`config.mk`:
```
export PLATFORM = sky130hd
export DESIGN_NAME = tx_word_packer
export DESIGN_NICKNAME = d
export VERILOG_FILES = /design/src/rtl/tx_pack_pkg.sv /design/src/rtl/tx_pack_cfg.sv /design/src/rtl/tx_pack_chunk.sv /design/src/rtl/tx_word_packer.sv
export SDC_FILE = /design/constraint.sdc
export NUM_CORES = 1
export LEC_CHECK = 0
export BUFFER_PORTS_ARGS = -buffer_cell sky130_fd_sc_hd__buf_2
export CAP_MARGIN = 10
export CORE_AREA = 8 8 133 196
export CTS_CLUSTER_SIZE = 8
export DETAILED_ROUTE_END_ITERATION = 12
export DIE_AREA = 0 0 141 204
export PLACE_DENSITY = 0.77
export SYNTH_ARGS = -nofsm -noshare
export SYNTH_HDL_FRONTEND = slang
export SYNTH_SLANG_ARGS = --single-unit
```
`constraint.sdc`:
```
create_clock -name clk -period 8.95 [get_ports clk]
set_input_delay 0 -clock clk [delete_from_list [all_inputs] [get_ports clk]]
set_output_delay 0 -clock clk [all_outputs]
set_load 0.01 [all_outputs]
```
`src/rtl/tx_pack_pkg.sv`:
```
package tx_pack_pkg;

    localparam int ENTRY_W = 32;
    localparam int NVEC    = 4;
    localparam int CHUNK_W = 8;
    localparam int START_W = $clog2(ENTRY_W);
    localparam int VIDX_W  = $clog2(NVEC);
    localparam int SIZE_W  = $clog2(ENTRY_W) + 1;
    localparam int NLEN_W  = $clog2(CHUNK_W) + 1;
    localparam int CFG_AW  = 2;
    localparam int SIZE_ADDR = NVEC / 2;
    localparam int VEC_W   = START_W + 1 + $clog2(CHUNK_W) + 1;

    typedef struct packed {
        logic [START_W-1:0]         start;
        logic                       down;
        logic [$clog2(CHUNK_W)-1:0] len_m1;
        logic                       stop;
    } pack_vec_t;

    function automatic pack_vec_t reset_vec(input int idx);
        pack_vec_t v;
        v.start  = START_W'(CHUNK_W * idx);
        v.down   = 1'b0;
        v.len_m1 = '1;
        v.stop   = (idx == NVEC - 1);
        return v;
    endfunction

    function automatic logic [ENTRY_W-1:0] size_mask(input logic [SIZE_W-1:0] w);
        logic [ENTRY_W:0] m;
        m = ({{ENTRY_W{1'b0}}, 1'b1} << w) - 1'b1;
        return m[ENTRY_W-1:0];
    endfunction

endpackage

```
`src/rtl/tx_pack_cfg.sv`:
```
module tx_pack_cfg
    import tx_pack_pkg::*;
(
    input  logic                       clk,
    input  logic                       rst_n,
    input  logic                       we,
    input  logic [CFG_AW-1:0]          addr,
    input  logic [ENTRY_W-1:0]         wdata,
    input  logic                       load,
    output pack_vec_t [NVEC-1:0]       act_vec,
    output logic [SIZE_W-1:0]          eff_size
);

    typedef struct packed {
        pack_vec_t [NVEC-1:0] sh_vec;
        logic [SIZE_W-1:0]    sh_size;
        logic [1:0]           sh_gran;
        pack_vec_t [NVEC-1:0] ac_vec;
        logic [SIZE_W-1:0]    ac_size;
        logic [1:0]           ac_gran;
    } cfg_state_t;

    cfg_state_t s_q, s_d;
    cfg_state_t s_rst;

    always_comb begin
        s_rst = '0;
        for (int i = 0; i < NVEC; i++) begin
            s_rst.sh_vec[i] = reset_vec(i);
            s_rst.ac_vec[i] = reset_vec(i);
        end
        s_rst.sh_size = SIZE_W'(CHUNK_W);
        s_rst.ac_size = SIZE_W'(CHUNK_W);
    end

    always_comb begin
        s_d = s_q;
        if (we) begin
            for (int a = 0; a < SIZE_ADDR; a++) begin
                if (addr == CFG_AW'(a)) begin
                    s_d.sh_vec[2*a]   = wdata[VEC_W-1:0];
                    s_d.sh_vec[2*a+1] = wdata[2*VEC_W-1:VEC_W];
                end
            end
            if (addr == CFG_AW'(SIZE_ADDR)) begin
                s_d.sh_size = wdata[SIZE_W-1:0];
                s_d.sh_gran = wdata[SIZE_W+1:SIZE_W];
            end
        end
        if (load) begin
            s_d.ac_vec  = s_q.sh_vec;
            s_d.ac_size = s_q.sh_size;
            s_d.ac_gran = s_q.sh_gran;
        end
    end

    always_ff @(posedge clk or negedge rst_n) begin
        if (!rst_n) s_q <= s_rst;
        else        s_q <= s_d;
    end

    logic [SIZE_W-1:0] floor_size;
    logic [SIZE_W-1:0] cap_size;

    always_comb begin
        floor_size = (s_q.ac_size < SIZE_W'(4)) ? SIZE_W'(4) : s_q.ac_size;
        case (s_q.ac_gran)
            2'd0:    cap_size = SIZE_W'(CHUNK_W);
            2'd1:    cap_size = SIZE_W'(2 * CHUNK_W);
            default: cap_size = SIZE_W'(ENTRY_W);
        endcase
        eff_size = (floor_size > cap_size) ? cap_size : floor_size;
    end

    assign act_vec = s_q.ac_vec;

endmodule

```
`src/rtl/tx_pack_chunk.sv`:
```
module tx_pack_chunk
    import tx_pack_pkg::*;
(
    input  logic [ENTRY_W-1:0] entry,
    input  pack_vec_t          vec,
    output logic [CHUNK_W-1:0] chunk,
    output logic [NLEN_W-1:0]  nbits
);

    localparam int EXT_W = ENTRY_W + CHUNK_W;
    localparam int SH_W  = $clog2(EXT_W + 2);

    logic [EXT_W-1:0]   ext;
    logic [EXT_W-1:0]   shifted;
    logic [SH_W-1:0]    sh;
    logic [CHUNK_W:0]   lmask;

    always_comb begin
        nbits = {1'b0, vec.len_m1} + NLEN_W'(1);
        ext   = {entry, {CHUNK_W{1'b0}}};
        if (vec.down)
            sh = SH_W'(vec.start) + SH_W'(CHUNK_W + 1) - SH_W'(nbits);
        else
            sh = SH_W'(vec.start) + SH_W'(CHUNK_W);
        shifted = ext >> sh;
        lmask   = ({{CHUNK_W{1'b0}}, 1'b1} << nbits) - 1'b1;
        chunk   = shifted[CHUNK_W-1:0] & lmask[CHUNK_W-1:0];
    end

endmodule

```
`src/rtl/tx_word_packer.sv`:
```
module tx_word_packer
    import tx_pack_pkg::*;
(
    input  logic               clk,
    input  logic               rst_n,
    input  logic               in_valid,
    output logic               in_ready,
    input  logic [31:0]        in_data,
    output logic               out_valid,
    input  logic               out_ready,
    output logic [31:0]        out_word,
    input  logic               cfg_we,
    input  logic [1:0]         cfg_addr,
    input  logic [31:0]        cfg_wdata
);

    typedef struct packed {
        logic [ENTRY_W-1:0] ent;
        logic               ent_vld;
        logic [VIDX_W-1:0]  vidx;
        logic [ENTRY_W-1:0] acc;
        logic [SIZE_W-1:0]  acc_len;
        logic               ov;
        logic [ENTRY_W-1:0] ow;
    } pk_state_t;

    pk_state_t s_q, s_d;

    pack_vec_t [NVEC-1:0] act_vec;
    logic [SIZE_W-1:0]    eff_size;
    logic                 accept;
    pack_vec_t            cur_vec;
    logic [CHUNK_W-1:0]   chunk;
    logic [NLEN_W-1:0]    nbits;

    assign in_ready = !s_q.ent_vld;
    assign accept   = in_valid && in_ready;
    assign cur_vec  = act_vec[s_q.vidx];

    tx_pack_cfg u_cfg (
        .clk      (clk),
        .rst_n    (rst_n),
        .we       (cfg_we),
        .addr     (cfg_addr),
        .wdata    (cfg_wdata),
        .load     (accept),
        .act_vec  (act_vec),
        .eff_size (eff_size)
    );

    tx_pack_chunk u_chunk (
        .entry (s_q.ent),
        .vec   (cur_vec),
        .chunk (chunk),
        .nbits (nbits)
    );

    logic               step;
    logic               emit;
    logic               last_vec;
    logic [SIZE_W:0]    new_len;
    logic [ENTRY_W-1:0] acc_new;
    logic [ENTRY_W-1:0] chunk_ext;

    always_comb begin
        s_d       = s_q;
        chunk_ext = ENTRY_W'(chunk);
        step      = s_q.ent_vld && (!s_q.ov || out_ready);
        new_len   = {1'b0, s_q.acc_len} + (SIZE_W + 1)'(nbits);
        if (cur_vec.down)
            acc_new = (s_q.acc << nbits) | chunk_ext;
        else
            acc_new = s_q.acc | (chunk_ext << s_q.acc_len);
        emit     = new_len >= {1'b0, eff_size};
        last_vec = cur_vec.stop || (s_q.vidx == VIDX_W'(NVEC - 1));

        if (s_q.ov && out_ready)
            s_d.ov = 1'b0;

        if (step) begin
            if (emit) begin
                s_d.ov      = 1'b1;
                s_d.ow      = acc_new & size_mask(eff_size);
                s_d.acc     = '0;
                s_d.acc_len = '0;
            end else begin
                s_d.acc     = acc_new;
                s_d.acc_len = new_len[SIZE_W-1:0];
            end
            if (last_vec) begin
                s_d.ent_vld = 1'b0;
                s_d.vidx    = '0;
            end else begin
                s_d.vidx = s_q.vidx + 1'b1;
            end
        end

        if (accept) begin
            s_d.ent     = in_data;
            s_d.ent_vld = 1'b1;
            s_d.vidx    = '0;
        end
    end

    always_ff @(posedge clk or negedge rst_n) begin
        if (!rst_n) s_q <= '0;
        else        s_q <= s_d;
    end

    assign out_valid = s_q.ov;
    assign out_word  = s_q.ow;

endmodule

```
# Word level (Yosys, flattened, before mapping)
# Index checks and enable logic that the tools add are counted.
totals:
  register_bits: 202
  latchBits: 0
  ram_bits: 0
  mem_bits_ro: 0
  inputBits: 71
  out_inout_bits: 34
  n_memories: 0
classes:
  add_sub_neg: 8
  mul: 0
  div_mod_pow: 0
  n_lt_le_gt_ge: 4
  n_eq_ne: 4
  shift: 5
  n_mux: 14
  bitwise_logic: 4
  n_reduce_logical: 16
op_table:
  columns: ["op", "count"]
  rows:
  - ["two-way mux 74 bit", 1]
  - ["right shift 40 x 6 -> 8 bit", 1]
  - ["two-way mux 38 bit", 1]
  - ["two-way mux 33 bit", 1]
  - ["bitwise AND 32 bit", 1]
  - ["two-way mux 32 bit", 1]
  - ["bitwise OR 32 bit", 1]
  - ["bitwise OR 32 x 8 -> 32 bit", 1]
  - ["<< shifter 1 x 6 -> 32 bit, first input constant", 1]
  - ["<< shifter 32 x 4 -> 32 bit", 1]
  - ["<< shifter 8 x 6 -> 32 bit", 1]
  - ["subtractor 32 x 1 -> 32 bit, second input constant", 1]
  - ["binary-select mux 10 bit (select 2 bit)", 1]
  - ["two-way mux 6 bit", 3]
  - ["adder 5 x 4 -> 6 bit, second input constant", 2]
  - ["one-hot mux 6 bit (2 select lines)", 1]
  - ["two-way mux 10 bit", 1]
  - ["AND reduction 2 bit", 5]
  - ["bitwise AND 8 bit", 1]
  - ["<< shifter 1 x 4 -> 8 bit, first input constant", 1]
  - ["subtractor 8 x 1 -> 8 bit, second input constant", 1]
  - ["adder 6 x 4 -> 7 bit", 1]
  - [">= comparator 7 x 6 -> 1 bit", 1]
  - ["> comparator 6 bit", 1]
  - ["other kinds (15)", 24]

# Depth between registers and ports, before layout
# Gate-level depths: netlist (run 1).
logic_depth:
  ltp_word: 14
  ltp_mapped: 26
  depth_no_buf: 20

# Modules after synthesis
# Synthesis (run 1) repeated with hierarchy kept, for this count alone.
unflattened:
  cells_unflattened: 1452
  area_unflattened_um2: 14290.0
by_module_without_submodules:
  columns: ["mod", "n_inst", "cells_each", "area_each_um2", "seq_area_each_um2"]
  rows:
  - ["tx_word_packer", 1, 872, 7893.8, 2652.5]
  - ["tx_pack_cfg", 1, 274, 4087.7, 2447.3]
  - ["tx_pack_chunk", 1, 306, 2308.5, 0.0]

# Worst setup path before layout (run 1)
# Ideal clock, no wire load.
synth_timing:
  path_kind: "flip-flop to flip-flop"
  startpoint: "register s_q[71] in the netlist's numbering"
  endpoint: "register s_q (netlist bit out_word[22])"
  setup_ns: 0.121
  t_arrival_ns: 6.070
  path_slack_ns: 2.759
  path_stages_with_launch: 26
  synth_period_minus_slack_ns: 6.191
  path_cell_list: "dfrtp_1 > buf_6 > buf_4 > mux4_2 > buf_2 > buf_1 > ha_1 > xor2_2 > inv_1 > clkbuf_1 > ha_1 > inv_1 > fa_1 > inv_1 > mux2_2 > buf_2 > nor2_2 > nand3_1 > a32oi_1 > a21oi_1 > o211ai_2 > mux2i_1 > mux4_2 > a221oi_2 > o21ai_1 > a22o_1"
synth_via:
  elab_chain_cells: 11
  word_cells_on_any_way: 20
  classes_between: "6 x add/sub; 1 x order compare; 4 x shift; 4 x mux; 4 x bitwise; 1 x reduce/logical"
synth_lines:
  columns: ["element", "line", "rtl"]
  rows:
  - ["start: declaration", "tx_word_packer.sv:27", "pk_state_t s_q, s_d;"]
  - ["start signal: assignment", "tx_word_packer.sv:106", "if (!rst_n) s_q <= '0;"]
  - ["start signal: assignment", "tx_word_packer.sv:107", "else s_q <= s_d;"]
  - ["binary-select mux 10 bit (select 2 bit) *", "tx_word_packer.sv:38", "assign cur_vec = act_vec[s_q.vidx];"]
  - ["two-way mux 10 bit (implied by the code) *", "tx_word_packer.sv:38", null]
  - ["adder 5 x 4 -> 6 bit or adder 3 x 1 -> 4 bit (tied branches)", "tx_pack_chunk.sv:22, tx_pack_chunk.sv:19", null]
  - ["subtractor 6 x 4 -> 6 bit", "tx_pack_chunk.sv:22", "sh = SH_W'(vec.start) + SH_W'(CHUNK_W + 1) - SH_W'(nbits);"]
  - ["two-way mux 6 bit", "tx_pack_chunk.sv:21", "if (vec.down)"]
  - ["right shift 40 x 6 -> 8 bit", "tx_pack_chunk.sv:25", "shifted = ext >> sh;"]
  - ["bitwise AND 8 bit", "tx_pack_chunk.sv:27", "chunk = shifted[CHUNK_W-1:0] & lmask[CHUNK_W-1:0];"]
  - ["<< shifter 8 x 6 -> 32 bit", "tx_word_packer.sv:73", "acc_new = s_q.acc | (chunk_ext << s_q.acc_len);"]
  - ["bitwise OR 32 bit", "tx_word_packer.sv:73", null]
  - ["two-way mux 32 bit", "tx_word_packer.sv:70", "if (cur_vec.down)"]
  - ["bitwise AND 32 bit", "tx_word_packer.sv:83", "s_d.ow = acc_new & size_mask(eff_size);"]
# Every way passes the cells marked *; elsewhere a longest branch is shown, timed or not. The select of a mux whose other input is x is not followed.
# A chain may end at the register's enable or synchronous reset.

# Worst setup path in the final report (run 1)
layout_timing:
  startpoint: "register s_q[71] in the netlist's numbering"
  endpoint: "register s_q (netlist bit out_word[0])"
# Same word-level chain as after synthesis.

==> results.json, run 1 <==
{
  "cp.required_ps": 9450,
  "placed_area_um2": 14500,
  "hold_viol": 0,
  "ys_seq_elements": 202,
  "netlist_instances": 1683,
  "num_rows": 69,
  "dp_hpwl_um": 34700,
  "start_kind": "flip-flop",
  "crit_path_end_kind": "flip-flop",
  "synth.most_common_cell": "nand2_1",
  "vias_per_cell": 6.46,
  "cpLargestDelayFamily": "compound AO/OA/AOI/OAI gates",
  "crit_top_cell": "inv_1",
  "yosysTopAreaCell": "dfrtp_1",
  "grt_overflow": 0,
  "die_w_um": 141,
  "ant_nets": 0,
  "post-place-ws_ps": 2230,
  "hold_path_class": "in2async",
  "coreArea_um2": 23400,
  "clock-sinks": 202,
  "synth_commonest_cells": "nand2_1 (380), dfrtp_1 (166), nor2_1 (98)",
  "setup_slack_ps": 1970,
  "fin_setup_tns_ps": 0,
  "yosys_warnings": 0,
  "drtIter0Drc": 1192,
  "cp_cell_sequence": "buf_4, mux4_2, inv_1, ha_1, ha_1, inv_1, ha_1, inv_1, fa_1, inv_1, mux2i_4, nor2_1, a32oi_1, a21oi_1, o311ai_1, nand2b_1, nor3_1, a211oi_1, a31oi_1, mux2_2",
  "io_pins": 105,
  "synth_ff_type": "dfrtp_1",
  "final_area_um2": 15900,
  "nets": 1851,
  "slowest_stage": "a31oi_1",
  "wl_per_cell_um": 23.6,
  "synth_top_area_share_pct": 29.5,
  "worst-r2r-cell-count": 20,
  "clock.fmax_mhz": 143,
  "slew_headroom_pct": 22.1,
  "critPathMaxStageDelay_ps": 840,
  "finClkSkew_ps": 23.9,
  "postCtsSetupBuffers": 0,
  "first_global_vias": 13600,
  "antenna_found_initial": 1,
  "clk_latency_ps": 580,
  "wirelength_um": 49400,
  "synth_cell_types": 90,
  "synth-edff-count": 0,
  "crit_type": "reg2reg",
  "syn_area_per_cell_um2": 8.38,
  "worstPathArrival_ps": 7480,
  "drc_errors": 0,
  "grtUsageTotal_pct": 34.3,
  "reg2reg_slack_ps": 1970,
  "finalMaxSlewViolations": 0,
  "grt_setup_unrepaired": "no",
  "synthesis.area_um2": 14100,
  "period_share_pct": 78.0,
  "cts.clk_slew.worst_paths_ps": 60,
  "cts_max_level": 1,
  "port-buffer-count": 92,
  "area_growth_pct": 12.9,
  "yosys-top-cells-area": "dfrtp_1 (29%), nand2_1 (10%), dfstp_2 (6.7%), mux2i_1 (5.8%), mux2_2 (4.9%)",
  "diodes": 0,
  "num_vias": 13500,
  "path_buf_inv": 5,
  "die_height_um": 204,
  "grt_pass1_wl_um": 76800,
  "cts_buffers": 29,
  "crit_fanout": 16,
  "cts-root-buf": "clkbuf_16",
  "synth-seq-area-share_pct": 36.2,
  "finalSetupViolCount": 0,
  "place.gp.congestion": 1.01,
  "cp.depth": 20,
  "die_area_um2": 28800,
  "finalCriticalPeriod_ps": 6980,
  "cts_tree": "done",
  "status": "finished clean",
  "dr.pass1.iters": 6,
  "clk_path_buf_depth": 3,
  "synthArstFlopShare_pct": 100,
  "cap_violations": 0,
  "worstMarginPinSlew_ps": 1160,
  "drive_gt1_share_pct": 16.6,
  "initial_core_util_pct": 60.2,
  "grt_max_degree": 79
}
==> stage by stage <==
stage | utilization [%] | instances | hold slack, ps
after CTS | 68.0 | 2093 | 27.1
final | 68.0 | 2093 | 13.1
after global placement | 62.1 | 1984 | 65.9
after detailed placement | 62.1 | 1984 | 71.2
after floorplan | - | 1684 | -296
after global routing | 68.0 | 2093 | 98.3
==> worst reg2reg max path, cell delays in order, from the launching register on <==
cell,delay (ps)
dfrtp_1,590
buf_4,330
mux4_2,690
inv_1,130
ha_1,320
ha_1,330
inv_1,60
ha_1,150
inv_1,50
fa_1,480
inv_1,90
mux2i_4,500
nor2_1,300
a32oi_1,320
a21oi_1,130
o311ai_1,480
nand2b_1,130
nor3_1,500
a211oi_1,160
a31oi_1,840
mux2_2,320
==> layer usage <==
layer	track usage, %	vias to the layer above	part of all wire, %
met3	5.14	206	5.9
met4	26.4	2	8.3
met1	37.5	6485	36
li1	-	6181	-
met5	0	-	0.026
met2	59.2	648	50
==> placed cells by master, fill, tap and decap left out, types with 11 or more instances in the layout <==
cell type	count
nor3_1	31
mux2_2	61
mux2i_1	80
nor2_1	98
dfrtp_1	166
a22o_1	23
o211ai_1	26
inv_1	27
o21ai_0	92
and3_1	12
a21oi_1	81
dlygate4sd3_1	55
mux4_2	12
clkbuf_1	23
o31ai_1	22
a211oi_1	23
dfstp_2	36
nand3_1	86
buf_4	29
nand2b_1	11
a21o_1	12
buf_2	91
nand2_1	379
a31oi_1	27
clkbuf_16	29
ha_1	27
==> path summary, 6_finish.rpt <==
| kind | endpoint | startpoint |
|---|---|---|
| setup / recovery | out_word[0] | s_q[71] |
| hold / removal | s_q[51] | rst_n |
| setup reg to reg | out_word[0] | s_q[71] |
| hold reg to reg | u_cfg.act_vec[39] | u_cfg.s_q[95] |
| max in group asynchronous | s_q[37] | rst_n |
| min in group clk | u_cfg.s_q[73] | cfg_addr[0] |
==> cell type report <==
type / instances / area (µm²)
clock buffers: 52 / 812
inverters: 31 / 116
multi-input cells: 1311 / 8220
fillers: 1881 / 7490
flip-flops and latches: 202 / 5100
repair buffers: 176 / 1240
well taps: 319 / 399
clock inverters: 2 / 27.5
==> kinds of logic after synthesis <==
logic type               synth area share [%]
AO/OA/AOI/OAI                            20.2
XOR/XNOR                                0.799
adder cells (fa/ha/maj)                  2.68
buffers and inverters                    5.81
flip-flops                               36.2
multiplexers                             13.2
other                                  0.0266
AND/OR/NAND/NOR                          21.1
==> sequential cells by signal, summed over array words and instances (netlist names) <==
register and flops:
u_cfg.s_q 56, out_valid 1, out_word 32, u_cfg.act_vec 40, s_q 73
==> repair_timing <==
action	in CTS	in global routing
endpoints found under the hold margin	184	0
endpoints found under the setup margin	0	0
hold buffers	55	0
resized for setup	0	0
Power of run 1 is left out: the tool's default activity adds up to more than one toggle a clock period on the data nets, which glitch-free logic cannot reach.
==> inputs of run 2 (changes only) <==
--- a/config.mk
+++ b/config.mk
@@ -5,6 +5,7 @@
 export SDC_FILE = /design/constraint.sdc
 export NUM_CORES = 1
 export LEC_CHECK = 0
+export ABC_AREA = 1
 export BUFFER_PORTS_ARGS = -buffer_cell sky130_fd_sc_hd__buf_2
 export CAP_MARGIN = 10
 export CORE_AREA = 8 8 133 196
==> constraint.sdc (replaced) <==
create_clock -name clk -period 6.9 [get_ports clk]
set_input_delay 0 -clock clk [delete_from_list [all_inputs] [get_ports clk]]
set_output_delay 0 -clock clk [all_outputs]
set_load 0.01 [all_outputs]
==> results.json, run 2 <==
{
  "num_vias": 14600,
  "crit_path_end_kind": "flip-flop",
  "critPathMaxStageDelay_ps": 480,
  "first_global_vias": 14100,
  "synth_cell_types": 53,
  "die_height_um": 204,
  "finalMaxSlewViolations": 0,
  "synth-seq-area-share_pct": 36.2,
  "area_growth_pct": 12.4,
  "grtUsageTotal_pct": 32.9,
  "postCtsSetupBuffers": 0,
  "synthArstFlopShare_pct": 100,
  "dr.pass1.iters": 6,
  "synthesis.area_um2": 14100,
  "layout_common_cells": "nand2_1 (815), nand3_1 (299), o21ai_0 (174)",
  "clk_latency_ps": 570,
  "worstPathArrival_ps": 6020,
  "seqCellArea_um2": 5100,
  "start_kind": "flip-flop",
  "die_area_um2": 28800,
  "num_rows": 69,
  "violations": "hold timing",
  "fin_hold_ws_ps": -1.93,
  "synth_ff_type": "dfrtp_1",
  "cts-root-buf": "clkbuf_16",
  "crit_top_cell": "nand3_1",
  "syn_area_per_cell_um2": 6.56,
  "ant_nets": 0,
  "place.gp.congestion": 1.01,
  "yosys-top-cells-area": "dfrtp_1 (30%), nand2_1 (22%), nand3_1 (11%), dfstp_2 (6.7%), o21ai_0 (6.2%)",
  "synth_commonest_cells": "nand2_1 (815), nand3_1 (299), o21ai_0 (174)",
  "cp.required_ps": 7380,
  "wirelength_um": 47200,
  "worstMarginPinSlew_ps": 1080,
  "cts_resized": 0,
  "initial_core_util_pct": 60.2,
  "yosysTopAreaCell": "dfrtp_1",
  "yosys_warnings": 0,
  "hold_path_class": "in2reg",
  "fin_setup_tns_ps": 0,
  "clk_path_buf_depth": 3,
  "die_w_um": 141,
  "wl_per_cell_um": 18.5,
  "largest_reg_flops": 73,
  "clock.fmax_mhz": 181,
  "coreArea_um2": 23400,
  "grt_overflow": 0,
  "clock-sinks": 202,
  "finalCriticalPeriod_ps": 5530,
  "status": "finished, violations left",
  "slowest_stage": "fa_1",
  "cts.clk_slew.worst_paths_ps": 50,
  "cts_buffers": 29,
  "rr_startpoint": "s_q[71]",
  "grt_setup_unrepaired": "no",
  "hold_viol": 1,
  "synth-edff-count": 0,
  "dp_hpwl_um": 32700,
  "netlist_instances": 2145,
  "io_pins": 105,
  "finClkSkew_ps": 28.4,
  "critPathLaunch": "s_q[71]",
  "grt_pass1_wl_um": 74600,
  "period_share_pct": 80.2,
  "cts_max_level": 1,
  "cap_violations": 0,
  "final_common_cell": "nand2_1",
  "multiInputGateArea_um2": 7640,
  "finalSetupViolCount": 0,
  "vias_per_cell": 5.71,
  "n_fill_cell": 2005,
  "drtIter0Drc": 1261,
  "post-place-ws_ps": 1550,
  "setup_slack_ps": 1370,
  "synth_top_area_share_pct": 29.5,
  "nets": 2309,
  "hold_start": "cfg_we",
  "crit_fanout": 22,
  "cts_tree": "done",
  "synth.most_common_cell": "nand2_1",
  "regMostFlops": "s_q",
  "port-buffer-count": 92,
  "slew_headroom_pct": 27.5,
  "crit_type": "reg2reg",
  "drive_gt1_share_pct": 10.7,
  "drc_errors": 0,
  "ys_seq_elements": 202,
  "antenna_found_initial": 3,
  "grt_max_degree": 91
}
[run 2: repair_timing]
action / CTS / global route
endpoints found under the setup margin: 0 / 0
hold buffers: 55 / 0
endpoints found under the hold margin: 189 / 0
[run 2: layout make-up]
type / instances / share of cell area (%)
Clock inverter: 2 / 0.182
Inverter: 165 / 3.93
Timing Repair Buffer: 170 / 7.74
Antenna cell: 3 / 0.0474
Sequential cell: 202 / 32.2
Multi-Input combinational cell: 1641 / 48.3
Clock buffer: 51 / 5.11
Tap cell: 319 / 2.52
[run 2: metrics by stage]
stage                     util, %  std cells  area (µm²)
after floorplan                 -       2146       14100
after global placement       61.6       2441       14400
after detailed placement     61.6       2441       14400
after CTS                    67.5       2549       15800
after global routing         67.7       2553       15800
final                        67.7       2553       15800
[run 2: final timing paths]
check	slack, ps	end	cells after the start
min reg2reg	460	u_cfg.act_vec[13]	2
min	-2	u_cfg.s_q[57]	4
min in group asynchronous	60	out_word[8]	2
max reg2reg	1370	s_q[68]	28
max	1370	s_q[68]	28
max in group asynchronous	5550	s_q[61]	3
[run 2: per-layer routing]
layer / share of wire (%) / track usage, %
met5: 0 / 0
met4: 6.9 / 21.8
met1: 36 / 35.2
met2: 51 / 59.5
met3: 5.6 / 4.40
[run 2: cell families after synthesis]
logic type               synth area share, %
other                                 0.0266
buffers and inverters                   9.59
XOR/XNOR                                1.12
adder cells (fa/ha/maj)                 2.68
multiplexers                           0.213
AO/OA/AOI/OAI                           10.2
AND/OR/NAND/NOR                         39.9
flip-flops                              36.2
[run 2: worst max-delay path, delay by kind of cell (launching register included)]
kind                     cells  cell delay [ps]
AO/OA/AOI/OAI                3              540
flip-flops                   1              390
AND/OR/NAND/NOR             14             2230
buffers and inverters        7             1050
adder cells (fa/ha/maj)      4             1250
Power of run 2 is left out for the same reason.
==> inputs of run 3 (changes only) <==
--- a/config.mk
+++ b/config.mk
@@ -5,7 +5,7 @@
 export SDC_FILE = /design/constraint.sdc
 export NUM_CORES = 1
 export LEC_CHECK = 0
-export ABC_AREA = 1
+export ABC_AREA = 0
 export BUFFER_PORTS_ARGS = -buffer_cell sky130_fd_sc_hd__buf_2
 export CAP_MARGIN = 10
 export CORE_AREA = 8 8 133 196
==> constraint.sdc (replaced) <==
create_clock -name clk -period 5.32 [get_ports clk]
set_input_delay 0 -clock clk [delete_from_list [all_inputs] [get_ports clk]]
set_output_delay 0 -clock clk [all_outputs]
set_load 0.01 [all_outputs]
==> results.json, run 3 (synthesis gave the netlist of run 1 again) <==
{
  "antenna_found_initial": 3,
  "hold_viol": 0,
  "drtIter0Drc": 1647,
  "setup_slack_ps": 35.6,
  "cts_max_level": 1,
  "die_w_um": 141,
  "initial_core_util_pct": 60.2,
  "first_global_vias": 14700,
  "instances_no_fill": 2235,
  "r2r_end": "out_word[22]",
  "coreArea_um2": 23400,
  "finalMaxSlewViolations": 0,
  "cts_tree": "done",
  "place_inst": 2105,
  "clock-sinks": 202,
  "drc_errors": 0,
  "final_area_um2": 17600,
  "die_area_um2": 28800,
  "place.gp.congestion": 1.07,
  "cap_violations": 0,
  "hold_path_class": "in2async",
  "grt_max_degree": 107,
  "num_rows": 69,
  "crit_fanout": 7,
  "clk_latency_ps": 570,
  "cts-root-buf": "clkbuf_16",
  "clk_path_buf_depth": 3,
  "io_pins": 105,
  "endpoint": "out_word[22]",
  "wl_per_cell_um": 25.5,
  "nets": 1993,
  "worstPathArrival_ps": 5740,
  "area_growth_pct": 25.0,
  "start_kind": "flip-flop",
  "critPathLaunch": "s_q[71]",
  "final_common_cell": "nand2_1",
  "n_fill_cell": 1643,
  "reg2reg_slack_ps": 40,
  "grtUsageTotal_pct": 38.5,
  "grt_setup_unrepaired": "yes",
  "slew_headroom_pct": 22.8,
  "grt_pass1_wl_um": 84900,
  "cts_buffers": 29,
  "diodes": 0,
  "largest_reg_flops": 73,
  "worstMarginPinSlew_ps": 1160,
  "crit_path_end_kind": "flip-flop",
  "layout_common_cells": "nand2_1 (377), dfrtp_1 (165), buf_4 (158)",
  "grt_overflow": 0,
  "dp_hpwl_um": 38500,
  "worst-r2r-cell-count": 21,
  "die_height_um": 204,
  "finalCriticalPeriod_ps": 5280,
  "regMostFlops": "s_q",
  "finalSetupViolCount": 0,
  "port-buffer-count": 92,
  "dr.pass1.iters": 8,
  "finClkSkew_ps": 14.6,
  "rr_startpoint": "s_q[71]",
  "ant_nets": 0,
  "placed_area_um2": 15600,
  "cts.clk_slew.worst_paths_ps": 60,
  "vias_per_cell": 6.69,
  "post-place-ws_ps": -223,
  "clock.fmax_mhz": 189,
  "crit_type": "reg2reg",
  "num_vias": 15000,
  "wirelength_um": 56900,
  "cp.required_ps": 5770,
  "drive_gt1_share_pct": 26.8,
  "status": "finished clean",
  "period_share_pct": 99.3
}
==> run 3: repair_timing <==
| action | CTS | global route |
|---|---|---|
| pin swaps | 5 | 44 |
| buffers inserted | 3 | 16 |
| gates resized for setup | 23 | 75 |
| endpoints found under the hold margin | 197 | 0 |
| setup endpoints to repair | 52 | 60 |
| gates cloned | 0 | 1 |
| hold buffers | 57 | 0 |
==> run 3: cell type report <==
class                   count  area (µm²)  share of cell area, %
clock inverters             2        25.0                  0.142
clock buffers              52         812                   4.61
multi-input cells        1312        8770                   49.8
repair buffers            317        2390                   13.5
flip-flops and latches    202        5100                   29.0
well taps                 319         399                   2.27
inverters                  31         119                  0.675
==> run 3: per-layer routing <==
| metal | routed length [µm] | GRT usage (%) |
|---|---|---|
| met1 | 18900 | 39.6 |
| met2 | 28000 | 67.4 |
| met3 | 4420 | 7.22 |
| met4 | 5580 | 31.4 |
| met5 | 26 | 0 |
==> run 3: critical path, stage by stage, from the launching register on <==
cell	delay (ps)
dfrtp_2	410
mux4_2	550
buf_6	160
ha_4	170
xor2_4	140
inv_2	70
ha_4	280
inv_2	40
fa_2	600
inv_4	60
mux2_4	320
nor2_4	230
buf_4	160
nand2_1	60
o2bb2ai_2	190
a211oi_2	80
o211ai_1	210
o21ai_1	120
mux4_2	590
a221oi_4	410
o21ai_2	100
a22o_1	190
==> run 3: through the flow <==
step           TNS [ps]  hold WS (ps)  utilization, %
6_report              0          53.0            75.3
5_1_grt           -1160           101            75.3
3_3_place_gp      -3580           139            66.7
2_1_floorplan      -575          -296               -
3_5_place_dp      -5740           155            66.7
4_1_cts               0          87.4            73.3
==> run 3: how the worst min path moves through the flow <==
stage	from	endpoint	slack (ps)	cells after the start
floorplan	rst_n	out_valid	-300	0
global placement	rst_n	s_q[51]	140	1
detailed placement	rst_n	s_q[51]	150	1
CTS	cfg_addr[0]	u_cfg.s_q[65]	90	4
global route	cfg_addr[0]	u_cfg.s_q[63]	100	4
finish	rst_n	s_q[51]	50	2
Power of run 3 is left out for the same reason.
